--- src/rtl/mac_seq_pkg.sv ---
package mac_seq_pkg;

  localparam int BLK_WORDS = 4;
  localparam int BLK_W     = 32 * BLK_WORDS;

  typedef enum logic [4:0] {
    ST_ALG_ON, ST_EVT_CLR, ST_KEY_START, ST_KEY_POLL, ST_KEY_CHK,
    ST_IV0, ST_IV1, ST_IV2, ST_IV3, ST_MODE, ST_LEN_LO, ST_LEN_HI,
    ST_CH_EN, ST_CH_ADDR, ST_CH_LEN, ST_DONE_POLL, ST_ERR_CHK,
    ST_ALG_OFF, ST_CTX_POLL, ST_TAG0, ST_TAG1, ST_TAG2, ST_TAG3
  } seqStep_e;

  typedef logic [2:0] jobErr_t;
  localparam jobErr_t ERR_NONE    = 3'd0;
  localparam jobErr_t ERR_KEY     = 3'd1;
  localparam jobErr_t ERR_BUS     = 3'd2;
  localparam jobErr_t ERR_TIMEOUT = 3'd3;
  localparam jobErr_t ERR_LEN     = 3'd4;

  localparam logic [31:0] MODE_CBC_MAC128 = 32'h2000_804C;

  // strobes from control to datapath
  typedef struct packed {
    logic       loadJob;
    logic       capTag;
    logic [1:0] tagIdx;
    logic       incPoll;
    logic       clrPoll;
  } dpStrobe_t;

  function automatic logic isReadStep(input seqStep_e s);
    return s inside {ST_KEY_POLL, ST_KEY_CHK, ST_DONE_POLL, ST_ERR_CHK,
                     ST_CTX_POLL, ST_TAG0, ST_TAG1, ST_TAG2, ST_TAG3};
  endfunction

endpackage

--- src/rtl/mac_seq_dpath.sv ---
module mac_seq_dpath
  import mac_seq_pkg::*;
#(
  parameter int ADDR_W     = 12,
  parameter int KEY_W      = 4,
  parameter int POLL_LIMIT = 64,
  parameter logic [ADDR_W-1:0] OFS_ALG      = 'h000,
  parameter logic [ADDR_W-1:0] OFS_EVT_CLR  = 'h004,
  parameter logic [ADDR_W-1:0] OFS_EVT_STAT = 'h008,
  parameter logic [ADDR_W-1:0] OFS_KEY_AREA = 'h010,
  parameter logic [ADDR_W-1:0] OFS_IV       = 'h020,
  parameter logic [ADDR_W-1:0] OFS_MODE     = 'h030,
  parameter logic [ADDR_W-1:0] OFS_LEN_LO   = 'h034,
  parameter logic [ADDR_W-1:0] OFS_LEN_HI   = 'h038,
  parameter logic [ADDR_W-1:0] OFS_CH_EN    = 'h040,
  parameter logic [ADDR_W-1:0] OFS_CH_ADDR  = 'h044,
  parameter logic [ADDR_W-1:0] OFS_CH_LEN   = 'h048,
  parameter logic [ADDR_W-1:0] OFS_TAG      = 'h050
) (
  input  logic              clk,
  input  logic              rstN,
  input  dpStrobe_t         strobe,
  input  seqStep_e          step,
  input  logic [KEY_W-1:0]  keySlot,
  input  logic [BLK_W-1:0]  ivIn,
  input  logic [31:0]       msgAddr,
  input  logic [31:0]       msgLen,
  input  logic [31:0]       busRdData,
  output logic [ADDR_W-1:0] busAddr,
  output logic [31:0]       busWrData,
  output logic [BLK_W-1:0]  tagOut,
  output logic              pollExpired,
  output logic              lenZero
);

  localparam int PCNT_W = (POLL_LIMIT > 2) ? $clog2(POLL_LIMIT) : 1;
  localparam logic [PCNT_W-1:0] PCNT_LAST = PCNT_W'(POLL_LIMIT - 1);

  logic [KEY_W-1:0]  slotR;
  logic [31:0]       addrR;
  logic [31:0]       lenR;
  logic [31:0]       ivWord  [BLK_WORDS];
  logic [31:0]       tagWord [BLK_WORDS];
  logic [PCNT_W-1:0] pollCnt;

  always_ff @(posedge clk) begin
    if (!rstN) begin
      slotR <= '0;
      addrR <= '0;
      lenR  <= '0;
    end else if (strobe.loadJob) begin
      slotR <= keySlot;
      addrR <= msgAddr;
      lenR  <= msgLen;
    end
  end

  for (genvar k = 0; k < BLK_WORDS; k++) begin : g_words
    always_ff @(posedge clk) begin
      if (!rstN) begin
        ivWord[k]  <= '0;
        tagWord[k] <= '0;
      end else if (strobe.loadJob) begin
        ivWord[k]  <= ivIn[32*k +: 32];
        tagWord[k] <= '0;
      end else if (strobe.capTag && strobe.tagIdx == 2'(k)) begin
        tagWord[k] <= busRdData;
      end
    end
    assign tagOut[32*k +: 32] = tagWord[k];
  end

  always_ff @(posedge clk) begin
    if (!rstN || strobe.loadJob || strobe.clrPoll) pollCnt <= '0;
    else if (strobe.incPoll)                       pollCnt <= pollCnt + 1'b1;
  end

  assign pollExpired = (pollCnt == PCNT_LAST);
  assign lenZero     = (msgLen == 32'd0);

  always_comb begin
    busAddr   = OFS_ALG;
    busWrData = '0;
    unique case (step)
      ST_ALG_ON:    begin busAddr = OFS_ALG;      busWrData = 32'd2;          end
      ST_EVT_CLR:   begin busAddr = OFS_EVT_CLR;  busWrData = 32'd1;          end
      ST_KEY_START: begin busAddr = OFS_KEY_AREA; busWrData = 32'(slotR);     end
      ST_KEY_POLL:  busAddr = OFS_KEY_AREA;
      ST_KEY_CHK:   busAddr = OFS_EVT_STAT;
      ST_IV0:       begin busAddr = OFS_IV;                busWrData = ivWord[0]; end
      ST_IV1:       begin busAddr = OFS_IV + ADDR_W'(4);   busWrData = ivWord[1]; end
      ST_IV2:       begin busAddr = OFS_IV + ADDR_W'(8);   busWrData = ivWord[2]; end
      ST_IV3:       begin busAddr = OFS_IV + ADDR_W'(12);  busWrData = ivWord[3]; end
      ST_MODE:      begin busAddr = OFS_MODE;     busWrData = MODE_CBC_MAC128; end
      ST_LEN_LO:    begin busAddr = OFS_LEN_LO;   busWrData = lenR;           end
      ST_LEN_HI:    begin busAddr = OFS_LEN_HI;   busWrData = 32'd0;          end
      ST_CH_EN:     begin busAddr = OFS_CH_EN;    busWrData = 32'd1;          end
      ST_CH_ADDR:   begin busAddr = OFS_CH_ADDR;  busWrData = addrR;          end
      ST_CH_LEN:    begin busAddr = OFS_CH_LEN;   busWrData = lenR;           end
      ST_DONE_POLL: busAddr = OFS_EVT_STAT;
      ST_ERR_CHK:   busAddr = OFS_EVT_STAT;
      ST_ALG_OFF:   begin busAddr = OFS_ALG;      busWrData = 32'd0;          end
      ST_CTX_POLL:  busAddr = OFS_MODE;
      ST_TAG0:      busAddr = OFS_TAG;
      ST_TAG1:      busAddr = OFS_TAG + ADDR_W'(4);
      ST_TAG2:      busAddr = OFS_TAG + ADDR_W'(8);
      ST_TAG3:      busAddr = OFS_TAG + ADDR_W'(12);
      default:      busAddr = OFS_ALG;
    endcase
  end


  poll_bound_chk: assert property (@(posedge clk) disable iff (!rstN)
    strobe.incPoll |-> !pollExpired);

endmodule

--- src/rtl/mac_seq_ctrl.sv ---
module mac_seq_ctrl
  import mac_seq_pkg::*;
(
  input  logic      clk,
  input  logic      rstN,
  input  logic      startPulse,
  input  logic      lenZero,
  input  logic      busAck,
  input  logic [3:0] rdFlags,   // {bit31, bit30, bit29, bit0} of read data
  input  logic      pollExpired,
  output seqStep_e  step,
  output dpStrobe_t strobe,
  output logic      busWr,
  output logic      busRd,
  output logic      jobBusy,
  output logic      jobDone,
  output jobErr_t   errCode
);

  logic    busyR, doneR;
  jobErr_t errR;
  logic    xfer, pollFail, abort, lastStep, accept;
  jobErr_t abortCode;

  assign accept = !busyR && startPulse;
  assign xfer   = busyR && busAck;

  always_comb begin
    pollFail  = 1'b0;
    abort     = 1'b0;
    abortCode = ERR_NONE;
    unique case (step)
      ST_KEY_POLL:  pollFail = rdFlags[3];
      ST_KEY_CHK:   if (rdFlags[1]) begin abort = 1'b1; abortCode = ERR_KEY; end
      ST_DONE_POLL: pollFail = !rdFlags[0];
      ST_ERR_CHK:   if (rdFlags[3]) begin abort = 1'b1; abortCode = ERR_BUS; end
      ST_CTX_POLL:  pollFail = !rdFlags[2];
      default:      ;
    endcase
    if (pollFail && pollExpired) begin
      abort     = 1'b1;
      abortCode = ERR_TIMEOUT;
    end
  end

  assign lastStep = (step == ST_TAG3);

  always_ff @(posedge clk) begin
    if (!rstN) begin
      busyR <= 1'b0;
      doneR <= 1'b0;
      errR  <= ERR_NONE;
      step  <= ST_ALG_ON;
    end else begin
      doneR <= 1'b0;
      if (accept) begin
        if (lenZero) begin
          doneR <= 1'b1;
          errR  <= ERR_LEN;
        end else begin
          busyR <= 1'b1;
          step  <= ST_ALG_ON;
          errR  <= ERR_NONE;
        end
      end else if (xfer) begin
        if (abort) begin
          busyR <= 1'b0;
          doneR <= 1'b1;
          errR  <= abortCode;
        end else if (!pollFail) begin
          if (lastStep) begin
            busyR <= 1'b0;
            doneR <= 1'b1;
            errR  <= ERR_NONE;
          end else begin
            step <= seqStep_e'(step + 5'd1);
          end
        end
      end
    end
  end

  always_comb begin
    strobe.loadJob = accept;
    strobe.capTag  = xfer && (step inside {ST_TAG0, ST_TAG1, ST_TAG2, ST_TAG3});
    strobe.tagIdx  = 2'(step - ST_TAG0);
    strobe.incPoll = xfer && pollFail && !pollExpired;
    strobe.clrPoll = xfer && !pollFail;
  end

  assign busWr   = busyR && !isReadStep(step);
  assign busRd   = busyR && isReadStep(step);
  assign jobBusy = busyR;
  assign jobDone = doneR;
  assign errCode = errR;


  one_strobe_chk: assert property (@(posedge clk) disable iff (!rstN)
    $onehot0({busWr, busRd}));


  done_pulse_chk: assert property (@(posedge clk) disable iff (!rstN)
    jobDone |=> !jobDone);


  len_reject_chk: assert property (@(posedge clk) disable iff (!rstN)
    (!jobBusy && startPulse && lenZero) |=> (jobDone && errCode == ERR_LEN && !jobBusy));


  busy_start_chk: assert property (@(posedge clk) disable iff (!rstN)
    (jobBusy && startPulse && !busAck) |=> $stable(step) && jobBusy);


  err_hold_chk: assert property (@(posedge clk) disable iff (!rstN)
    (!jobBusy && !startPulse) |=> $stable(errCode));

endmodule

--- src/rtl/mac_job_sequencer.sv ---
module mac_job_sequencer
  import mac_seq_pkg::*;
#(
  parameter int ADDR_W     = 12,
  parameter int KEY_W      = 4,
  parameter int POLL_LIMIT = 64,
  parameter logic [ADDR_W-1:0] OFS_ALG      = 'h000,
  parameter logic [ADDR_W-1:0] OFS_EVT_CLR  = 'h004,
  parameter logic [ADDR_W-1:0] OFS_EVT_STAT = 'h008,
  parameter logic [ADDR_W-1:0] OFS_KEY_AREA = 'h010,
  parameter logic [ADDR_W-1:0] OFS_IV       = 'h020,
  parameter logic [ADDR_W-1:0] OFS_MODE     = 'h030,
  parameter logic [ADDR_W-1:0] OFS_LEN_LO   = 'h034,
  parameter logic [ADDR_W-1:0] OFS_LEN_HI   = 'h038,
  parameter logic [ADDR_W-1:0] OFS_CH_EN    = 'h040,
  parameter logic [ADDR_W-1:0] OFS_CH_ADDR  = 'h044,
  parameter logic [ADDR_W-1:0] OFS_CH_LEN   = 'h048,
  parameter logic [ADDR_W-1:0] OFS_TAG      = 'h050
) (
  input  logic              clk,
  input  logic              rstN,
  input  logic              startPulse,
  input  logic [KEY_W-1:0]  keySlot,
  input  logic [127:0]      ivIn,
  input  logic [31:0]       msgAddr,
  input  logic [31:0]       msgLen,
  output logic [ADDR_W-1:0] busAddr,
  output logic [31:0]       busWrData,
  output logic              busWr,
  output logic              busRd,
  input  logic              busAck,
  input  logic [31:0]       busRdData,
  output logic [127:0]      tagOut,
  output logic              jobDone,
  output logic              jobBusy,
  output logic [2:0]        errCode
);

  seqStep_e  step;
  dpStrobe_t strobe;
  logic      pollExpired, lenZero;
  logic [3:0] rdFlags;

  assign rdFlags = {busRdData[31], busRdData[30], busRdData[29], busRdData[0]};

  mac_seq_ctrl u_ctrl (
    .clk        (clk),
    .rstN       (rstN),
    .startPulse (startPulse),
    .lenZero    (lenZero),
    .busAck     (busAck),
    .rdFlags    (rdFlags),
    .pollExpired(pollExpired),
    .step       (step),
    .strobe     (strobe),
    .busWr      (busWr),
    .busRd      (busRd),
    .jobBusy    (jobBusy),
    .jobDone    (jobDone),
    .errCode    (errCode)
  );

  mac_seq_dpath #(
    .ADDR_W(ADDR_W), .KEY_W(KEY_W), .POLL_LIMIT(POLL_LIMIT),
    .OFS_ALG(OFS_ALG), .OFS_EVT_CLR(OFS_EVT_CLR), .OFS_EVT_STAT(OFS_EVT_STAT),
    .OFS_KEY_AREA(OFS_KEY_AREA), .OFS_IV(OFS_IV), .OFS_MODE(OFS_MODE),
    .OFS_LEN_LO(OFS_LEN_LO), .OFS_LEN_HI(OFS_LEN_HI), .OFS_CH_EN(OFS_CH_EN),
    .OFS_CH_ADDR(OFS_CH_ADDR), .OFS_CH_LEN(OFS_CH_LEN), .OFS_TAG(OFS_TAG)
  ) u_dpath (
    .clk        (clk),
    .rstN       (rstN),
    .strobe     (strobe),
    .step       (step),
    .keySlot    (keySlot),
    .ivIn       (ivIn),
    .msgAddr    (msgAddr),
    .msgLen     (msgLen),
    .busRdData  (busRdData),
    .busAddr    (busAddr),
    .busWrData  (busWrData),
    .tagOut     (tagOut),
    .pollExpired(pollExpired),
    .lenZero    (lenZero)
  );


  req_hold_chk: assert property (@(posedge clk) disable iff (!rstN)
    ((busWr || busRd) && !busAck) |=>
      ($stable(busAddr) && $stable(busWrData) && $stable(busWr) && $stable(busRd)));


  reset_idle_chk: assert property (@(posedge clk)
    !rstN |=> (!jobBusy && !busWr && !busRd && !jobDone));

endmodule

--- config.mk ---
export PLATFORM = sky130hd
export DESIGN_NAME = mac_job_sequencer
export DESIGN_NICKNAME = d
export VERILOG_FILES = /design/src/rtl/mac_seq_pkg.sv /design/src/rtl/mac_seq_dpath.sv /design/src/rtl/mac_seq_ctrl.sv /design/src/rtl/mac_job_sequencer.sv
export SDC_FILE = /design/constraint.sdc
export NUM_CORES = 1
export LEC_CHECK = 0
export BUFFER_PORTS_ARGS = -buffer_cell sky130_fd_sc_hd__buf_2
export CAP_MARGIN = 15
export CORE_UTILIZATION = 40
export DETAILED_ROUTE_END_ITERATION = 10
export PLACE_DENSITY = 0.67
export SYNTH_ARGS = -nofsm -noshare
export SYNTH_HDL_FRONTEND = slang
export SYNTH_SLANG_ARGS = --single-unit
--- constraint.sdc ---
create_clock -name clk -period 9.4 [get_ports clk]
set_input_delay 0.94 -clock clk [delete_from_list [all_inputs] [get_ports clk]]
set_output_delay 0.94 -clock clk [all_outputs]
set_load 0.01 [all_outputs]
# Word level (Yosys, flattened, before mapping)

Memories as Yosys holds them, arrays and structs flattened.
Index checks and enable logic that the tools add are counted.

Register bits after elaboration: 84
Memory bits (writable): 256
Input port bits: 232
Word-level logic and storage cells: 159
Memories kept: 2

Add/sub/neg operators: 3
Equality and inequality tests: 30
Mux-type cells: 67
Bitwise gates (word level): 12
Reductions and logical operators: 37

Memories:

| name            | words | width | read ports | clocked after memory_dff | write ports | RTL line            | RTL |
|---|---|---|---|---|---|---|---|
| u_dpath.ivWord  | 4     | 32    | 4          | 0                        | 4           | mac_seq_dpath.sv:42 | `logic [31:0] ivWord [BLK_WORDS];` |
| u_dpath.tagWord | 4     | 32    | 4          | 0                        | 4           | mac_seq_dpath.sv:43 | `logic [31:0] tagWord [BLK_WORDS];` |

Operators by type and width:

| cell                                                                   | number |
|---|---|
| 32-bit 2-to-1 mux                                                      | 12 |
| 32-bit case mux with 10 select lines                                   | 1 |
| 7-bit case mux with 17 select lines                                    | 1 |
| 5-bit by 4-bit equality test with 1-bit output (second input constant) | 8 |
| 1-bit 2-to-1 mux                                                       | 36 |
| 32-bit zero test                                                       | 1 |
| 5-bit equality test (second input constant)                            | 6 |
| 5-bit 2-to-1 mux                                                       | 6 |
| 3-bit 2-to-1 mux                                                       | 7 |
| 5-bit by 3-bit equality test with 1-bit output (second input constant) | 4 |
| 1-bit logical AND                                                      | 13 |
| 1-bit bitwise OR                                                       | 12 |
| 5-bit by 2-bit equality test with 1-bit output (second input constant) | 2 |
| 9-bit nonzero test                                                     | 1 |
| 2-bit != test (second input constant)                                  | 4 |
| 2-bit OR reduction                                                     | 4 |
| 1-bit zero test                                                        | 7 |
| 6-bit by 1-bit adder with 6-bit output (second input constant)         | 1 |
| 6-bit equality test (second input constant)                            | 1 |
| 3-bit case mux with 2 select lines                                     | 1 |
| 5-bit by 1-bit adder with 5-bit output (second input constant)         | 1 |
| 5-bit by 1-bit equality test with 1-bit output (second input constant) | 1 |
| 5-bit zero test                                                        | 1 |
| 5-bit AND reduction                                                    | 1 |
| other kinds (15)                                                       | 17 |

# Depth between registers and ports, before layout

Depth in word-level cells: 9
Depth in mapped cells: 10

# Hierarchy

A second synthesis with hierarchy kept.

Cells, all modules: 1,162
Area total of the unflattened synthesis: 14,979.4 µm²

Modules (own cells, without submodules):

| module        | instances | cells an instance | area each (µm²) |
|---|---|---|---|
| mac_seq_dpath | 1         | 1,059             | 14,187.4 |
| mac_seq_ctrl  | 1         | 103               | 792.0 |

# Least setup slack after synthesis

OpenSTA, ideal clock, no wires.

Kind: input-to-reg
Start: in startPulse
End: reg u_ctrl.errR[0] (netlist: u_ctrl.errCode[0])
Setup time: 0.323 ns
Arrival: 5.317 ns
Data required time: 9.077 ns
Path slack: 3.761 ns
Stages on the path: 6
Path buffers: 2
Path through: nor2b_1 -> buf_2 -> nor2_1 -> inv_1 -> clkbuf_1 -> o31ai_1

Longest elaborated chain between the ends: 3

RTL lines:

| what                                                   | RTL line                | RTL |
|---|---|---|
| start: declaration                                     | mac_job_sequencer.sv:22 | `input logic startPulse,` |
| 1-bit logical AND (*)                                  | mac_seq_ctrl.sv:25      | `assign accept = !busyR && startPulse;` |
| 3-bit != test (no source line) (tied with other cells) | --                      |  |
| 3-bit AND reduction (no source line)                   | --                      |  |
| end signal: assignment                                 | mac_seq_ctrl.sv:69      | `errR <= abortCode;` |
| end: declaration                                       | mac_seq_ctrl.sv:21      | `jobErr_t errR;` |

Every way passes the cells marked *; elsewhere a longest branch is shown, timed or not.
A chain may end at the register's enable or synchronous reset.

# Final worst setup path

Start: reg u_ctrl.step[2]
End: out busWrData[1]

Longest elaborated chain between the ends: 3

RTL lines:

| what                                                                                                                    | RTL line                | RTL |
|---|---|---|
| start: declaration                                                                                                      | mac_seq_ctrl.sv:11      | `output seqStep_e step,` |
| start signal: assignment                                                                                                | mac_seq_ctrl.sv:76      | `step <= seqStep_e'(step + 5'd1);` |
| 5-bit by 4-bit equality test with 1-bit output / 5-bit by 1-bit equality test with 1-bit output (equally long branches) | mac_seq_dpath.sv:84     | `unique case (step)` |
| 2-bit OR reduction (no source line)                                                                                     | --                      |  |
| 32-bit case mux with 10 select lines (*)                                                                                | mac_seq_dpath.sv:84     |  |
| end: declaration                                                                                                        | mac_job_sequencer.sv:28 | `output logic [31:0] busWrData,` |

Marks and branches as above.

==> results.sh <==
export IMPL_ctsRootBufferMaster="clkbuf_16"
export IMPL_grt_pass1_wl_um=63500
export IMPL_critPathRequiredTime_ns=8.46
export IMPL_p_sw_share_pct=22.9
export IMPL_tritoncts="built"
export IMPL_max_cap_viol_count=0
export IMPL_first_pass_iters=8
export IMPL_synth_top_cell_area_share_pct=53.6
export IMPL_intPower_mw=2.76
export IMPL_fin_ws_ns=5.00
export IMPL_dieArea_sq_um=36600
export IMPL_port_buffers=403
export IMPL_n_fill_cell=3089
export IMPL_setup_violations=0
export IMPL_combPwrFrac_pct=7.5
export IMPL_grt_total_usage_pct=22.8
export IMPL_clock_sinks=340
export IMPL_multi_input_area_sq_um=4440
export IMPL_boundaryPins=411
export IMPL_finalSetupTns_ns=0
export IMPL_met1_usage_pct=27.2
export IMPL_rsz0062_at_grt="no"
export IMPL_synth_top_cell_by_area="edfxtp_1"
export IMPL_grt_overflow=0
export IMPL_utilization_pct=51.2
export IMPL_synthTopCellsByCount="edfxtp_1 (256), nand2_1 (190), and3_1 (134)"
export IMPL_regArea_sq_um=9370
export IMPL_ant_nets=0
export IMPL_use_met2_pct=39.4
export IMPL_cp_max_fo=33
export IMPL_ys_seq_area_share_pct=65.3
export IMPL_endpoint_kind="output pin"
export IMPL_pwr_density_cell_nw_per_um2=201
export IMPL_via_per_inst=5.38
export IMPL_synth_area_per_cell_sq_um=12.0
export IMPL_met3_usage_pct=6.77
export IMPL_seq_power_share_pct=49.2
export IMPL_p_leak_nw=7.95
export IMPL_min_path_type="reg -> reg"
export IMPL_skew_ns=0.0304
export IMPL_path_clk_slew_ns=0.06
export IMPL_grt_max_degree=121
export IMPL_cpLargestDelayFamily="simple AND/OR/NAND/NOR gates"
export IMPL_dieWidth_um=191
export IMPL_r2r_slack_ns=5.86
export IMPL_ys_ff_latch=340
export IMPL_rows=68
export IMPL_hpwl_um=28700
export IMPL_drive_gt1_share_pct=31.1
export IMPL_criticalPathCategory="reg -> out"
export IMPL_synthTopCellsByArea="edfxtp_1 (54%), dfxtp_1 (12%), and3_1 (5.8%), and2_1 (5.7%), nand2_1 (5.0%)"
export IMPL_area_delta_synth_final_pct=24.4
export IMPL_cts_hold_buffers=0
export IMPL_worst_slew_pin_slew_ns=1.08
export IMPL_synth_edf_count=256
export IMPL_p_sw_mw=0.820
export IMPL_period_share_pct=46.8
export IMPL_postCtsSetupBuffers=0
export IMPL_core_area_sq_um=34900
export IMPL_grt_pass1_vias=10800
export IMPL_crit_slowest_cell="dfxtp_1"
export IMPL_clockBufferDepth=3
export IMPL_p_clk_share_pct=43.2
export IMPL_finalHoldViolCount=0
export IMPL_start_util_pct=41.1
export IMPL_place_gp_congestion=0.815
export IMPL_yosys_warnings=0
export IMPL_vdd_drop_max_v=0.000126
export IMPL_max_freq_mhz=227
export IMPL_worstSkewPairLatency_ns=0.54
export IMPL_ys_types=62
export IMPL_cts_resized=0
export IMPL_critPathLaunchType="register"
export IMPL_drtIter0Drc=951
export IMPL_path_buf_inv=2
export IMPL_die_h_um=191
export IMPL_vias=11000
export IMPL_dp_worst_setup_slack_ns=4.91
export IMPL_synthFlopType="edfxtp_1"
export IMPL_status="finished, final reports clean"
export IMPL_layout_nets=1791
export IMPL_cts_htree_levels=2
export IMPL_drv_slew=0
export IMPL_arrival_ns=3.46
export IMPL_crit_chain="inv_2 > nor2_1 > and3_2 > a221o_1 > buf_2"
export IMPL_antenna_found_initial=18
export IMPL_min_period_ns=4.40
export IMPL_busiest_layer="met2"
export IMPL_avgRoutedWirePerCell_um=20.8
export IMPL_syn_area_sq_um=14300
export IMPL_synthArstFlopShare_pct=0
export IMPL_max_slew_margin_pct=27.9
export IMPL_yosysMostFrequentCell="edfxtp_1"
export IMPL_syn_instance_count=1199
export IMPL_cts_buffers_inserted=39
export IMPL_routed_wl_um=42400
export IMPL_slowest_delay_ns=0.92
export IMPL_drc_errors=0
-- layer usage --
layer  up-vias  wire [um]
met5         -        121
met4        22       1150
met3        90       4160
met2       533      20600
met1      5208      16400
li1       5145          -
-- sequential cells by signal, indices dropped and copies added (netlist names) --
register / cells
u_dpath.slotR: 4
u_ctrl.errCode: 3
u_dpath.addrR: 32
u_dpath.pollCnt: 6
u_ctrl.jobDone: 1
u_ctrl.step: 5
u_dpath.ivWord: 128
u_ctrl.jobBusy: 1
u_dpath.lenR: 32
u_dpath.tagWord: 128
-- per-stage QoR --
stage               instance area [sq um]  hold WS, ns  total power [mW]  std cells
finish                              17800        0.454              3.58       2045
detailed placement                  16500        0.448              2.07       1967
global route                        17800        0.468              3.70       2041
global placement                    16500        0.443              2.06       1967
CTS                                 17800        0.454              3.61       2039
floorplan                           14400        0.431              1.92       1205
-- power by group through the flow --
| stage | clock network (mW) | logic, mW | registers (mW) |
|---|---|---|---|
| after global routing | 1.64 | 0.298 | 1.77 |
| after detailed placement | 0 | 0.272 | 1.79 |
| final | 1.55 | 0.270 | 1.76 |
| after floorplan | 0 | 0.115 | 1.81 |
| after CTS | 1.57 | 0.273 | 1.76 |
| after global placement | 0 | 0.268 | 1.79 |
-- final timing paths --
kind | to | cells past startpoint | from
max | busWrData[1] | 5 | u_ctrl.step[2]
min | u_dpath.addrR[17] | 2 | u_dpath.addrR[17]
max reg2reg | u_ctrl.step[1] | 7 | u_ctrl.jobBusy
min reg2reg | u_dpath.addrR[17] | 2 | u_dpath.addrR[17]
-- kinds of logic (layout without fill, tap and decap cells) --
group	after synthesis	count (layout)	share of synthesized area [%]
and+or+nand+nor	534	534	20.0
DFF	340	340	65.3
AOI/OAI and AO/OA	200	200	9.80
buffers and inverters	115	494	4.11
adders and majority gates	6	6	0.523
muxes	3	3	0.209
other	1	13	0.0261
-- cells in the final DEF, fill, tap and decap left out, types with 6 or more instances in the layout --
cell type and count:
nor4_1 15, buf_2 402, edfxtp_1 256, and2_1 131, nand4_1 8, a22oi_1 9
and3_1 131, nor2_1 11, dfxtp_1 84, o21ai_0 13, diode_2 6, a21oi_1 85
a222oi_1 52, conb_1 7, clkbuf_16 40, ha_1 6, clkbuf_1 12, buf_4 11
nand2_1 190, nand3_1 12
-- layout make-up --
class / instances / share of cell area, %
clock buffers: 53 / 5.94
flip-flops and latches: 340 / 52.5
multi-input cells: 750 / 24.9
diodes: 6 / 0.0841
inverters: 9 / 0.217
repair buffers: 413 / 11.7
clock inverters: 19 / 1.47
well taps: 455 / 3.19
-- worst min-delay path, stage by stage, from the launching register on --
cell and delay, ns:
dfxtp_1 0.31, nand2_1 0.05, a21oi_1 0.05
Power figures use the tool's default switching activity.
